$ cat src/rtl/fbdiv_pkg.sv
// Shared types for the feedback divider.
// Assumes the two mode bits are decoded in one place so every unit agrees.
package fbdiv_pkg;

    typedef enum logic [1:0] {
        MODE_COARSE = 2'b00,
        MODE_FINE   = 2'b01,
        MODE_HIGH   = 2'b10
    } fb_mode_e;

    // Mode decode: the high-band bit dominates the fine-step bit.
    function automatic fb_mode_e decode_mode(input logic high_band, input logic fine_step);
        if (high_band) begin
            return MODE_HIGH;
        end else if (fine_step) begin
            return MODE_FINE;
        end
        return MODE_COARSE;
    endfunction

endpackage

$ cat src/rtl/fbdiv_cfg.sv
// Pending configuration register for the feedback divider.
// Extracts the set value for the selected mode, raises it to the mode
// minimum when needed, applies doubling and holds the resulting ratio until
// the counter takes it. Assumes MIN values fit in the set field.
module fbdiv_cfg
    import fbdiv_pkg::*;
#(
    parameter int WORD_W       = 16,
    parameter int COARSE_SHIFT = 4,
    parameter int MIN_FULL     = 272,
    parameter int MIN_COARSE   = 4,
    parameter int RESET_SET    = 272,
    localparam int CNT_W       = WORD_W + 1
) (
    input  logic              clk,
    input  logic              rst_n,
    input  logic              load,
    input  logic [WORD_W-1:0] word,
    input  logic              high_band,
    input  logic              fine_step,
    output logic [CNT_W-1:0]  pend_ratio,
    output fb_mode_e          pend_mode,
    output logic              clamp_flag
);

    fb_mode_e           mode_in;
    logic [CNT_W-1:0]   set_full;
    logic [CNT_W-1:0]   set_coarse;
    logic [CNT_W-1:0]   set_sel;
    logic [CNT_W-1:0]   set_min;
    logic               doubled;
    logic               below;
    logic [CNT_W-1:0]   set_eff;
    logic [CNT_W-1:0]   ratio_in;

    // Decode the incoming mode bits.
    assign mode_in    = decode_mode(high_band, fine_step);
    assign set_full   = CNT_W'(word);
    assign set_coarse = CNT_W'(word >> COARSE_SHIFT);

    // Pick set field, minimum and doubling for the incoming mode.
    always_comb begin
        case (mode_in)
            MODE_HIGH: begin
                set_sel = set_full;
                set_min = CNT_W'(MIN_FULL);
                doubled = 1'b1;
            end
            MODE_FINE: begin
                set_sel = set_full;
                set_min = CNT_W'(MIN_FULL);
                doubled = 1'b0;
            end
            default: begin
                set_sel = set_coarse;
                set_min = CNT_W'(MIN_COARSE);
                doubled = 1'b0;
            end
        endcase
    end

    // Clamp to the floor and apply doubling.
    assign below    = (set_sel < set_min);
    assign set_eff  = below ? set_min : set_sel;
    assign ratio_in = doubled ? (set_eff << 1) : set_eff;

    // Hold the pending ratio and mode, and update them on each load.
    always_ff @(posedge clk) begin
        if (!rst_n) begin
            pend_ratio <= CNT_W'(RESET_SET);
            pend_mode  <= MODE_FINE;
        end else if (load) begin
            pend_ratio <= ratio_in;
            pend_mode  <= mode_in;
        end
    end

    // One-cycle report of a raised value.
    always_ff @(posedge clk) begin
        if (!rst_n) begin
            clamp_flag <= 1'b0;
        end else begin
            clamp_flag <= load && below;
        end
    end

endmodule

$ cat src/rtl/fbdiv_srcsel.sv
// Input source selector.
// Passes the strobe of the input that the active mode counts. Assumes both
// strobes are already synchronous single-clock enables.
module fbdiv_srcsel
    import fbdiv_pkg::*;
(
    input  fb_mode_e act_mode,
    input  logic     hb_strobe,
    input  logic     lb_strobe,
    output logic     sel_strobe
);

    // The high-band mode counts the high input; the other modes count the low input.
    always_comb begin
        sel_strobe = (act_mode == MODE_HIGH) ? hb_strobe : lb_strobe;
    end

endmodule

$ cat src/rtl/fbdiv_counter.sv
// Down counter with terminal-count reload.
// Counts selected strobes from ratio-1 down to zero. At zero it issues a
// registered strobe and reloads from the pending ratio and mode. Inhibit holds
// the counter preloaded from the pending word. Assumes RESET_RATIO >= 1.
module fbdiv_counter
    import fbdiv_pkg::*;
#(
    parameter int CNT_W       = 17,
    parameter int RESET_RATIO = 272
) (
    input  logic             clk,
    input  logic             rst_n,
    input  logic             inhibit,
    input  logic             strobe,
    input  logic [CNT_W-1:0] pend_ratio,
    input  fb_mode_e         pend_mode,
    output fb_mode_e         act_mode,
    output logic             tc_pulse
);

    logic [CNT_W-1:0] cnt_q;
    logic             at_zero;
    logic             wrap;
    logic             reload;

    assign at_zero = (cnt_q == '0);
    assign wrap    = !inhibit && strobe && at_zero;
    assign reload  = inhibit || wrap;

    // Take over the pending mode at terminal count or while inhibited.
    always_ff @(posedge clk) begin
        if (!rst_n) begin
            act_mode <= MODE_FINE;
        end else if (reload) begin
            act_mode <= pend_mode;
        end
    end

    // Count down on each selected strobe, and reload on wrap or inhibit.
    always_ff @(posedge clk) begin
        if (!rst_n) begin
            cnt_q <= CNT_W'(RESET_RATIO - 1);
        end else if (reload) begin
            cnt_q <= pend_ratio - 1'b1;
        end else if (strobe) begin
            cnt_q <= cnt_q - 1'b1;
        end
    end

    // Register the end-of-cycle strobe.
    always_ff @(posedge clk) begin
        if (!rst_n) begin
            tc_pulse <= 1'b0;
        end else begin
            tc_pulse <= wrap;
        end
    end

endmodule

$ cat src/rtl/fbdiv_top.sv
// Multi-mode feedback divider top.
// Joins the pending configuration, the source selector and the reload
// counter. Assumes single clock domain and synchronous active-low reset.
module fbdiv_top
    import fbdiv_pkg::*;
#(
    parameter int WORD_W       = 16,
    parameter int COARSE_SHIFT = 4,
    parameter int MIN_FULL     = 272,
    parameter int MIN_COARSE   = 4,
    parameter int RESET_SET    = 272
) (
    input  logic              clk,
    input  logic              rst_n,
    input  logic              hb_strobe,
    input  logic              lb_strobe,
    input  logic              inhibit,
    input  logic              cfg_load,
    input  logic [WORD_W-1:0] cfg_word,
    input  logic              cfg_high_band,
    input  logic              cfg_fine_step,
    output logic              div_pulse,
    output logic              clamp_flag
);

    localparam int CNT_W = WORD_W + 1;

    logic [CNT_W-1:0] pend_ratio;
    fb_mode_e         pend_mode;
    fb_mode_e         act_mode;
    logic             sel_strobe;

    fbdiv_cfg #(
        .WORD_W       (WORD_W),
        .COARSE_SHIFT (COARSE_SHIFT),
        .MIN_FULL     (MIN_FULL),
        .MIN_COARSE   (MIN_COARSE),
        .RESET_SET    (RESET_SET)
    ) u_cfg (
        .clk        (clk),
        .rst_n      (rst_n),
        .load       (cfg_load),
        .word       (cfg_word),
        .high_band  (cfg_high_band),
        .fine_step  (cfg_fine_step),
        .pend_ratio (pend_ratio),
        .pend_mode  (pend_mode),
        .clamp_flag (clamp_flag)
    );

    fbdiv_srcsel u_sel (
        .act_mode   (act_mode),
        .hb_strobe  (hb_strobe),
        .lb_strobe  (lb_strobe),
        .sel_strobe (sel_strobe)
    );

    fbdiv_counter #(
        .CNT_W       (CNT_W),
        .RESET_RATIO (RESET_SET)
    ) u_cnt (
        .clk        (clk),
        .rst_n      (rst_n),
        .inhibit    (inhibit),
        .strobe     (sel_strobe),
        .pend_ratio (pend_ratio),
        .pend_mode  (pend_mode),
        .act_mode   (act_mode),
        .tc_pulse   (div_pulse)
    );

endmodule

$ cat config.mk
export PLATFORM = sky130hd
export DESIGN_NAME = fbdiv_top
export DESIGN_NICKNAME = d
export VERILOG_FILES = /design/src/rtl/fbdiv_pkg.sv /design/src/rtl/fbdiv_cfg.sv /design/src/rtl/fbdiv_srcsel.sv /design/src/rtl/fbdiv_counter.sv /design/src/rtl/fbdiv_top.sv
export SDC_FILE = /design/constraint.sdc
export NUM_CORES = 1
export LEC_CHECK = 0
export ABC_AREA = 1
export BUFFER_PORTS_ARGS = -buffer_cell sky130_fd_sc_hd__clkbuf_2
export CORE_ASPECT_RATIO = 1.75
export CORE_MARGIN = 2
export CORE_UTILIZATION = 50
export CTS_CLUSTER_SIZE = 14
export DETAILED_ROUTE_END_ITERATION = 10
export PLACE_DENSITY_LB_ADDON = 0.3
export SETUP_SLACK_MARGIN = 0.05
export SYNTH_ARGS = -nofsm -noshare
export SYNTH_HDL_FRONTEND = slang
export SYNTH_SLANG_ARGS = --single-unit
$ cat constraint.sdc
create_clock -name clk -period 3.3 [get_ports clk]
set_clock_uncertainty 0.05 [all_clocks]
set_input_delay 0.495 -clock clk [delete_from_list [all_inputs] [get_ports clk]]
set_output_delay 0.495 -clock clk [all_outputs]
set_load 0.1 [all_outputs]
==> key figures, run 1 <==
Global route
  • Largest net degree at the start of global routing: 25
  • GRT overflow: 0
  • Initial antenna violation count: 0
  • Vias in the first global route: 2,592
  • Total track usage: 24.09%
  • First-pass GRT wire length: 11,170 um

Worst setup path
  • CP Data Required Time: 3450 ps
  • CP Capture Type: register
  • Crit path launch type: register
  • CP Class: register to register
  • Worst R2R End: u_cnt.cnt_q[10]$_SDFFE_PN0P_
  • Max FO, Critical Path: 23
  • R2r startpoint: u_cnt.cnt_q[14]$_SDFFE_PN0P_
  • Critical path arrival: 2820 ps
  • Reg2Reg Setup Slack: 620 ps
  • Worst reg2reg path depth: 15

Pwr
  • Pwr/cell area: 410.3 nW/um^2
  • Peak VDD IR: 226.2 uV
  • Lkg Pwr: 1.355 nW

Hold path
  • Hold Crit Class: input pin to register
  • Worst Hold End: u_cfg.pend_ratio[12]$_SDFFE_PN0P_
  • Min-delay src: cfg_word[11]
  • Hold depth: 3

Detailed routing
  • Final wirelength: 6427 um
  • # DRC: 1
  • Starting DRT DRC Count: 51
  • ANT nets after route: 0
  • Wire per inst: 13.25 um
  • Vias per std cell: 5.412
  • First drt pass iteration count: 7
  • Vias post-DR: 2,625

STA
  • Hold Fails Final Rpt: 0
  • Worst-margin pin slew: 766.2 ps
  • Peak Freq: 0.3736 GHz
  • Sum Neg Setup Slack: 0 ps
  • Hold Slack: 411.1 ps
  • Worst rel slew slack: 48.73%
  • Fin crit share: 81.10%
  • RSZ-0062 raised after global routing: false
  • Final Max Slew Viols: 0
  • Tmin final: 2676 ps
  • Final setup vio count: 0

Finish
  • Nets: 455
  • Multi-input gate area: 1535 um^2
  • Seq. cell area: 800.8 um^2
  • Final std cells w/o fill: 485
  • Final core utilization: 56.66%
  • Area Growth Syn to Fin: 8.965%
  • Fillers: 546
  • Layout cells sized above 1: 17.40%
  • Antenna cell count: 0
  • Post-route cell area: 2844 um^2

Clocking
  • Clk sinks: 40
  • Total CTS buffers: 5
  • Post-CTS setup repair buffer count: 0
  • Clk_lat worst skew: 300 ps
  • CTS tree: built
  • CTS Root Cell: clkbuf_8
  • Hold-fix buffers, CTS: 0
  • Largest buffer count on any clock path: 2
  • H-tree lvl count: 2
  • CTS clock-pin slew for the worst setup and hold paths: 80 ps
  • Post-CTS sizing: 0

Floorplanning
  • CORE AREA: 5020 um^2
  • Row count: 34
  • Initial Util: 51.99%
  • Die Footprint: 5837 um^2
  • I/O pins: 26
  • Die X-Extent: 58.62 um
  • Chip height: 99.58 um

Placed design
  • Placed cell count: 477
  • DPL Wire Length: 4997 um
  • Placed instance area: 2750 um^2
  • Port Buffer Count: 25
  • RePlAce Congestion: 0.8532

Yosys
  • Mapped Nets: 434
  • Post-Syn Area: 2610 um^2
  • Sequential element share of the synthesized area: 30.68%
  • #FFs+latches synth: 40
  • Yosys cell types: 41
  • Gate Count Post-Synth: 409
  • Syn Area/Cell: 6.381 um^2
  • YS warnings: 0

Job
  • Max_cap viols: 0

Outcome
  • Failing checks: DRC
  • Status: complete, but fails checks
logic make-up (layout without fill, tap and decap cells):
group,after synthesis,after routing,share of synthesized area (%)
AO/OA/AOI/OAI,65,65,14.33
XOR/XNOR,4,4,1.343
adder cells (fa/ha/maj),1,1,0.4793
buffers and inverters,66,88,10.50
flip-flops,40,40,30.68
AND/OR/NAND/NOR,233,233,42.67
where the power goes:
group | internal, mW | switching [mW] | total (mW)
Combinational | 0.0955 | 0.178 | 0.274
Sequential | 0.518 | 0.0237 | 0.541
Clock | 0.170 | 0.182 | 0.352
Total | 0.783 | 0.384 | 1.17
how the worst max path moves through the flow:
stage | startpoint | endpoint | cells after the start
after floorplan | inhibit | u_cnt.cnt_q[14]$_SDFFE_PN0P_ | 16
after global placement | inhibit | u_cnt.cnt_q[14]$_SDFFE_PN0P_ | 16
after detailed placement | inhibit | u_cnt.cnt_q[10]$_SDFFE_PN0P_ | 16
after CTS | u_cnt.cnt_q[14]$_SDFFE_PN0P_ | u_cnt.cnt_q[10]$_SDFFE_PN0P_ | 15
after global routing | u_cnt.cnt_q[14]$_SDFFE_PN0P_ | u_cnt.cnt_q[10]$_SDFFE_PN0P_ | 15
final | u_cnt.cnt_q[14]$_SDFFE_PN0P_ | u_cnt.cnt_q[10]$_SDFFE_PN0P_ | 15
through the flow:
stage | worst slack (ps) | power, mW
floorplan | 1129 | 0.7563
global placement | 650.4 | 0.8179
detailed placement | 532.5 | 0.8237
CTS | 651.0 | 1.163
global route | 435.6 | 1.226
finish | 623.6 | 1.167
flip-flops by register name, indices dropped and copies added (netlist names):
name and cells:
u_cfg.pend_ratio 17, u_cnt.cnt_q 17, u_cfg.pend_mode 2, u_cnt.act_mode 2
u_cfg.clamp_flag 1, u_cnt.tc_pulse 1
cell usage in the layout (no fill, tap or decap), drive strengths merged, types with 5 or more instances in the layout:
cell type,Yosys,final
or2,5,5
o21ai,29,29
dfxtp,40,40
nand3,42,42
inv,50,50
a31oi,5,5
a21oi,19,19
nand2,126,126
clkbuf,7,32
nor2,50,50
routing by layer:
metal / GRT usage, % / wire (um)
met1: 26.27 / 2525
met2: 43.65 / 3450
met3: 2.601 / 184
met4: 13.11 / 266
met5: 0 / 0
critical path, cell delays in order (launching register included):
cell and delay (ps):
dfxtp_1 340, nor2_1 240, nand2_1 130, nor2_2 170, nand3_4 210, nand2_4 270
nand2_1 100, o21ai_2 110, ha_1 280, nand3_4 130, nor2_8 180, nand2_1 70
nand2_1 60, nand3_1 60, nand3_1 100, inv_1 50
cell usage after synthesis (all sizes together):
| cell type | number | area share (%) |
|---|---|---|
| o2bb2ai | 1 | 0.34 |
| nand4 | 3 | 0.72 |
| a221oi | 1 | 0.34 |
| nand3 | 42 | 9.9 |
| xnor2 | 1 | 0.34 |
| o211ai | 4 | 1.2 |
| and2 | 1 | 0.24 |
| nor3 | 2 | 0.38 |
| clkbuf | 7 | 1.0 |
| dfxtp | 40 | 31 |
| xor2 | 3 | 1.0 |
| a31oi | 5 | 1.2 |
| clkinv | 1 | 0.14 |
| inv | 50 | 7.2 |
| or2 | 5 | 1.2 |
| buf | 8 | 2.2 |
| nor4 | 1 | 0.48 |
| nand3b | 3 | 0.86 |
| a21oi | 19 | 3.8 |
| o221ai | 1 | 0.34 |
| nand2 | 126 | 20 |
| a32oi | 1 | 0.34 |
| nor2 | 50 | 9.0 |
| o22ai | 2 | 0.48 |
| ha | 1 | 0.48 |
| o2111ai | 2 | 0.67 |
| o21ai | 29 | 5.7 |
final cells by class:
class	instances	share of cell area, %
repair buffers	29	5.455
clock inverters	1	0.2640
well taps	54	2.376
inverters	51	6.731
flip-flops and latches	40	28.16
multi-input cells	303	53.98
clock buffers	7	3.036
Note: power is estimated with default switching activity, not from simulation.
==> run 2: changes to the inputs <==
ABC_AREA = 0   (was 1)
clock period = 2.49 ns   (was 3.3 ns; I/O delays follow)
==> run 2 against run 1 <==
Sequential cell count is the same. Highest routed layer unchanged. Total power grew 47%. The run ends with setup timing left. Synthesized cell count shrank 16%. Fmax shrank 22%. Sequential power grew 32%. Register-to-register slack lost 1600 ps. Clock-buffer cell count shrank 1. Utilization grew 14 points. Largest power group unchanged. Largest cell class unchanged. Cell area grew 29%. Sequential share of layout area shrank 6.3 points.
==> key figures, run 2 <==
Outcome
  • Status: complete, but fails checks
  • Failing checks: setup timing

STA
  • Peak Freq: 0.2924 GHz
  • Hold Fails Final Rpt: 0
  • Hold Slack: 327.5 ps
  • Final Max Slew Viols: 0
  • Final setup vio count: 11
  • Tmin final: 3420 ps
  • Worst-margin pin slew: 635.3 ps
  • Worst rel slew slack: 57.65%
  • Fin crit share: 137.3%
  • RSZ-0062 raised after global routing: true
  • Fin worst setup slack: -929.6 ps

Finish
  • Most common cell after layout, fill and taps aside: buf_4
  • Final std cells w/o fill: 490
  • Area Growth Syn to Fin: 37.02%
  • Biggest regs: u_cfg.pend_ratio x17, u_cnt.cnt_q x17
  • Nets: 459
  • Antenna cell count: 0
  • Most frequent cells in the layout: buf_4, nand2_1, dfxtp_1
  • Layout cells sized above 1: 34.94%

Yosys
  • FFs w/ async S/R, synth: 0%
  • Post-Syn Area: 2684 um^2
  • YS warnings: 0
  • Sequential element share of the synthesized area: 29.84%
  • Yosys cell types: 60
  • Mapped Nets: 369
  • Area leader, netlist: dfxtp_1
  • Post-synth EDFFs: 0
  • Gate Count Post-Synth: 344
  • Most common cell in the netlist: nand2_1
  • Syn Area/Cell: 7.802 um^2
  • Synth cell count leaders: nand2_1, dfxtp_1, nor2_1, o21ai_0, mux2i_1
  • #FFs+latches synth: 40
  • Ys flop type: dfxtp_1
  • Largest cells by area after synthesis: dfxtp_1, mux2i_1, nand2_1
  • Area share of the leading cell type in the synthesized netlist: 29.84%

Detailed routing
  • First drt pass iteration count: 4
  • Vias post-DR: 3,068
  • Wire per inst: 16.89 um
  • Starting DRT DRC Count: 121
  • Final wirelength: 8274 um
  • ANT nets after route: 0
  • Vias per std cell: 6.261
  • # DRC: 0

Worst setup path
  • CP Class: register to register
  • Critical path arrival: 3550 ps
  • Setup crit end: u_cnt.cnt_q[16]$_SDFFE_PN0P_
  • Crit path launch type: register
  • R2r startpoint: u_cnt.cnt_q[6]$_SDFFE_PN0P_
  • Max FO, Critical Path: 5
  • Reg2Reg Setup Slack: -930 ps
  • CP Data Required Time: 2620 ps
  • Worst Setup SP: u_cnt.cnt_q[6]$_SDFFE_PN0P_
  • Worst reg2reg path depth: 11
  • Worst R2R End: u_cnt.cnt_q[16]$_SDFFE_PN0P_
  • CP Capture Type: register

Global route
  • GRT overflow: 0
  • Largest net degree at the start of global routing: 34
  • First-pass GRT wire length: 13,370 um
  • Initial antenna violation count: 0
  • Vias in the first global route: 3,007
  • Total track usage: 28.79%

Clocking
  • H-tree lvl count: 2
  • Clk sinks: 40
  • CTS tree: built
  • CTS clock-pin slew for the worst setup and hold paths: 80 ps
  • Largest buffer count on any clock path: 2
  • Hold-fix buffers, CTS: 0
  • Total CTS buffers: 5
  • Clk_lat worst skew: 290 ps
  • CTS Root Cell: clkbuf_8

Job
  • Max_cap viols: 0

Hold path
  • Hold Crit Class: input pin to register

Placed design
  • Placed cell count: 461
  • Port Buffer Count: 25
  • DPL Wire Length: 5885 um
  • RePlAce Congestion: 0.9240

Pwr
  • Pwr/cell area: 466.5 nW/um^2
  • Peak VDD IR: 316.4 uV
  • Lkg Pwr: 1.545 nW

Floorplanning
  • Die Footprint: 5993 um^2
  • Die X-Extent: 59.38 um
  • Chip height: 100.9 um
  • CORE AREA: 5211 um^2
  • Row count: 35
  • Initial Util: 51.50%
  • I/O pins: 26
==> run 2: changes by cell type after synthesis, moves of 10 or more <==
cell / before / now
inv_1: 46 / 3
nand3_1: 37 / 15
nand2_1: 113 / 42
mux2i_1: 0 / 25
nand2_2: 10 / 0
a211oi_1: 0 / 11
==> run 2: worst min-delay path by stage <==
stage	from	depth (start not counted)	endpoint	slack, ps
floorplan	u_cnt.act_mode[0]$_SDFFE_PN1N_	2	u_cnt.act_mode[0]$_SDFFE_PN1N_	380
global placement	u_cnt.act_mode[1]$_SDFFE_PN0N_	2	u_cnt.act_mode[1]$_SDFFE_PN0N_	390
detailed placement	u_cfg.pend_mode[1]$_SDFFE_PN0P_	2	u_cnt.act_mode[1]$_SDFFE_PN0N_	400
CTS	cfg_word[15]	3	u_cfg.pend_ratio[16]$_SDFFE_PN0P_	330
global route	cfg_word[15]	3	u_cfg.pend_ratio[16]$_SDFFE_PN0P_	360
finish	cfg_word[15]	3	u_cfg.pend_ratio[16]$_SDFFE_PN0P_	330
==> run 2: final cells by class <==
cell class                 count  area [um^2]
tap                           55        68.82
clock inverter                 2        35.03
clock buffer                   6        72.57
multi-input combinational    277         1921
fill                         405         1534
inverter                       4        15.01
sequential                    40        803.3
timing repair buffer         106        762.0
==> run 2: cell families after synthesis <==
| family | count (synthesis) | share of synthesized area [%] |
|---|---|---|
| AO/OA/AOI/OAI | 107 | 27.69 |
| multiplexers | 29 | 11.00 |
| AND/OR/NAND/NOR | 137 | 25.50 |
| XOR/XNOR | 3 | 0.9792 |
| flip-flops | 40 | 29.84 |
| buffers and inverters | 27 | 4.522 |
| adder cells (fa/ha/maj) | 1 | 0.4661 |
==> run 2: worst max-delay path, stage by stage, from the launching register on <==
cell       delay, ps
dfxtp_1          320
or4_4            550
nor3_4           140
a41o_1           280
mux2i_2          290
ha_2             230
nand2_2           60
or4b_1           460
o32a_1           400
a2111oi_2        260
a2bb2oi_1        200
o21ai_1           80
==> run 2: per-layer routing <==
metal  vias to the layer above  global-route usage (%)  share of wire, %
met5                         -                       0                 0
met4                         0                   17.13               3.9
met3                        32                   3.723               4.6
met2                       123                   51.48                54
met1                      1438                   30.68                37
li1                       1475                       -                 -
==> run 2: stage by stage <==
stage / util, % / TNS (ps) / worst slack (ps) / cell area [um^2] / power (mW)
4_1_cts: 67.95 / -4168 / -804.5 / 3541 / 1.686
6_report: 70.56 / -5151 / -929.6 / 3677 / 1.716
3_3_place_gp: 62.35 / -4374 / -815.3 / 3249 / 1.125
5_1_grt: 70.56 / -6237 / -1026 / 3677 / 1.793
3_5_place_dp: 62.35 / -5052 / -901.1 / 3249 / 1.137
2_1_floorplan: - / -6328 / -1207 / 2736 / 0.9728
==> run 2: report_power, final <==
part	internal [mW]	switching (mW)
Sequential	0.680	0.0320
Clock	0.298	0.230
Combinational	0.223	0.253
==> run 2: timing repair <==
item                                    4_1_cts  5_1_grt
pin swaps                                     6       11
hold endpoints to repair                      0        0
resized for setup                            22       22
setup buffers                                13       10
endpoints found under the setup margin       12       14
==> run 3: changes to the inputs <==
REMOVE_ABC_BUFFERS = 1   (was default)
==> run 3 against run 2 <==
The run still ends with setup timing left. Hold slack got worse by 5.2 ps. Utilization is 1.8 points lower. Sequential cell count stayed put. Final cell count decreased by 2.9%. Sequential share of layout area is 0.55 points higher. Critical path type unchanged. Highest routed layer unchanged.
==> key figures, run 3 (synthesis gave the netlist of run 2 again) <==
Pwr
  • Pwr/cell area: 457.2 nW/um^2
  • Peak VDD IR: 408.2 uV
  • Sw Ratio: 33.16%
  • Clk network pwr share: 27.9%
  • Comb power frac: 28.6%
  • Cell internal pwr: 1.094 mW
  • Lkg Pwr: 1.456 nW
  • Sequential Power Share: 43.4%
  • NetSw: 542.9 uW

Detailed routing
  • Vias post-DR: 3,048
  • Vias per std cell: 6.403
  • Starting DRT DRC Count: 119
  • Wire per inst: 17.83 um
  • ANT nets after route: 0
  • Final wirelength: 8489 um
  • First drt pass iteration count: 5
  • # DRC: 0

Worst setup path
  • Max FO, Critical Path: 4
  • R2r startpoint: u_cnt.cnt_q[4]$_SDFFE_PN0P_
  • CP Class: register to register
  • Worst R2R End: u_cnt.cnt_q[16]$_SDFFE_PN0P_
  • Worst reg2reg path depth: 11
  • CP Data Required Time: 2640 ps
  • Critical path arrival: 3570 ps
  • Slowest CP cell: or4_4
  • CP peak stage delay: 570 ps
  • Crit path launch type: register
  • Critical path, cell by cell: or4_4, nor3_4, a41o_1, mux2i_2, ha_2, nand2_2, or4b_1, o32a_1, a2111oi_4, a2bb2oi_2, o21ai_1
  • CP Capture Type: register
  • Reg2Reg Setup Slack: -930 ps

Clocking
  • CTS Root Cell: clkbuf_8
  • Clk sinks: 40
  • Clk_lat worst skew: 310 ps
  • CTS clock-pin slew for the worst setup and hold paths: 90 ps
  • CTS tree: built
  • H-tree lvl count: 2
  • Largest buffer count on any clock path: 2
  • Total CTS buffers: 5

Global route
  • Total track usage: 28.54%
  • Gr busiest metal: met2
  • Largest net degree at the start of global routing: 34
  • Met3 Use GR: 4.493%
  • Met2 Resource Use GR: 49.79%
  • Initial antenna violation count: 0
  • Vias in the first global route: 2,806
  • Met1 Track Usage GR: 30.55%
  • GRT overflow: 0
  • First-pass GRT wire length: 13,070 um

Finish
  • Antenna cell count: 0
  • Nets: 445
  • Biggest regs: u_cfg.pend_ratio x17, u_cnt.cnt_q x17
  • Final std cells w/o fill: 476
  • Area Growth Syn to Fin: 33.43%
  • Most common cell after layout, fill and taps aside: buf_4
  • Fillers: 415
  • Layout cells sized above 1: 31.59%
  • Most frequent cells in the layout: buf_4, nand2_1, dfxtp_1
  • Post-route cell area: 3581 um^2

Hold path
  • Worst Hold End: u_cfg.pend_ratio[16]$_SDFFE_PN0P_
  • Hold Crit Class: input pin to register
  • Hold depth: 3
  • Min-delay src: cfg_word[15]

Floorplanning
  • Die Footprint: 5993 um^2
  • Chip height: 100.9 um
  • Die X-Extent: 59.38 um
  • Row count: 35
  • Initial Util: 51.50%
  • CORE AREA: 5211 um^2
  • I/O pins: 26

STA
  • Final Max Slew Viols: 0
  • Fin worst setup slack: -929.5 ps
  • Worst-margin pin slew: 789.5 ps
  • Peak Freq: 0.2924 GHz
  • Final setup vio count: 10
  • Worst rel slew slack: 47.17%
  • RSZ-0062 raised after global routing: true
  • Fin crit share: 137.3%
  • Tmin final: 3419 ps
  • Hold Fails Final Rpt: 0

Placed design
  • RePlAce Congestion: 0.9696
  • Port Buffer Count: 25
  • DPL Wire Length: 5757 um
  • Placed instance area: 3214 um^2
  • Placed cell count: 460

Outcome
  • Status: complete, but fails checks
  • Failing checks: setup timing

Job
  • Max_cap viols: 0
==> run 3: changes by cell type in the layout (fill, tap and decap cells not counted), sizes merged <==
cell and change:
clkbuf -1, clkinvlp +2, buf -15, bufbuf +1, bufinv -1
==> run 3: power groups by stage <==
stage | Sequential [mW] | Clock [mW] | Combinational [mW]
final | 0.711 | 0.457 | 0.469
after global routing | 0.716 | 0.483 | 0.506
after CTS | 0.708 | 0.451 | 0.426
after detailed placement | 0.723 | 0 | 0.403
after global placement | 0.721 | 0 | 0.395
after floorplan | 0.727 | 0 | 0.206
==> run 3: timing repair <==
item                       4_1_cts  5_1_grt
hold endpoints to repair         0        0
setup endpoints to repair       12       15
gates resized for setup         11       28
cloned                           1        1
buffers inserted                 3        4
hold buffers                     0        0
pin swaps                        4        9
==> run 3: layout make-up <==
cell class / count / area [um^2] / share of cell area [%]
sequential: 40 / 802.0 / 22.40
multi-input combinational: 277 / 1899 / 53.04
inverter: 4 / 15.01 / 0.4193
tap: 55 / 68.82 / 1.922
clock buffer: 5 / 68.82 / 1.922
clock inverter: 3 / 23.77 / 0.6639
timing repair buffer: 92 / 703.2 / 19.64
==> run 3: worst max-delay path: cells and delay by family, from the launching register on <==
| family | cells | cell delay (ps) |
|---|---|---|
| AND/OR/NAND/NOR | 4 | 1240 |
| adder cells (fa/ha/maj) | 1 | 220 |
| AO/OA/AOI/OAI | 5 | 1240 |
| multiplexers | 1 | 260 |
| flip-flops | 1 | 320 |
==> run 3: metrics by stage <==
step / utilization, % / worst slack (ps) / setup TNS, ps / hold WS [ps] / total power, mW
final: 68.72 / -929.5 / -5342 / 322.3 / 1.637
after global placement: 61.68 / -883.1 / -4853 / 390.3 / 1.117
after floorplan: - / -1692 / -11870 / 379.7 / 0.9333
after CTS: 65.43 / -911.6 / -5196 / 325.6 / 1.585
after global routing: 68.72 / -1036 / -6543 / 326.5 / 1.706
after detailed placement: 61.68 / -988.9 / -5652 / 405.8 / 1.126
==> run 3: worst max-delay path by stage <==
stage	start	endpoint	slack [ps]	cells after the start
floorplan	u_cnt.cnt_q[3]$_SDFFE_PN1P_	u_cnt.cnt_q[16]$_SDFFE_PN0P_	-1690	11
global placement	u_cnt.cnt_q[3]$_SDFFE_PN1P_	u_cnt.cnt_q[16]$_SDFFE_PN0P_	-880	11
detailed placement	u_cnt.cnt_q[3]$_SDFFE_PN1P_	u_cnt.cnt_q[16]$_SDFFE_PN0P_	-990	11
CTS	u_cnt.cnt_q[3]$_SDFFE_PN1P_	u_cnt.cnt_q[14]$_SDFFE_PN0P_	-910	12
global route	u_cnt.cnt_q[4]$_SDFFE_PN0P_	u_cnt.cnt_q[14]$_SDFFE_PN0P_	-1040	12
finish	u_cnt.cnt_q[4]$_SDFFE_PN0P_	u_cnt.cnt_q[16]$_SDFFE_PN0P_	-930	11
==> run 3: routing by layer <==
metal / wire [um] / share of wire, % / up-vias
li1: - / - / 1453
met1: 3099 / 37 / 1394
met2: 4394 / 52 / 152
met3: 519 / 6.1 / 49
met4: 476 / 5.6 / 0
met5: 0 / 0 / -
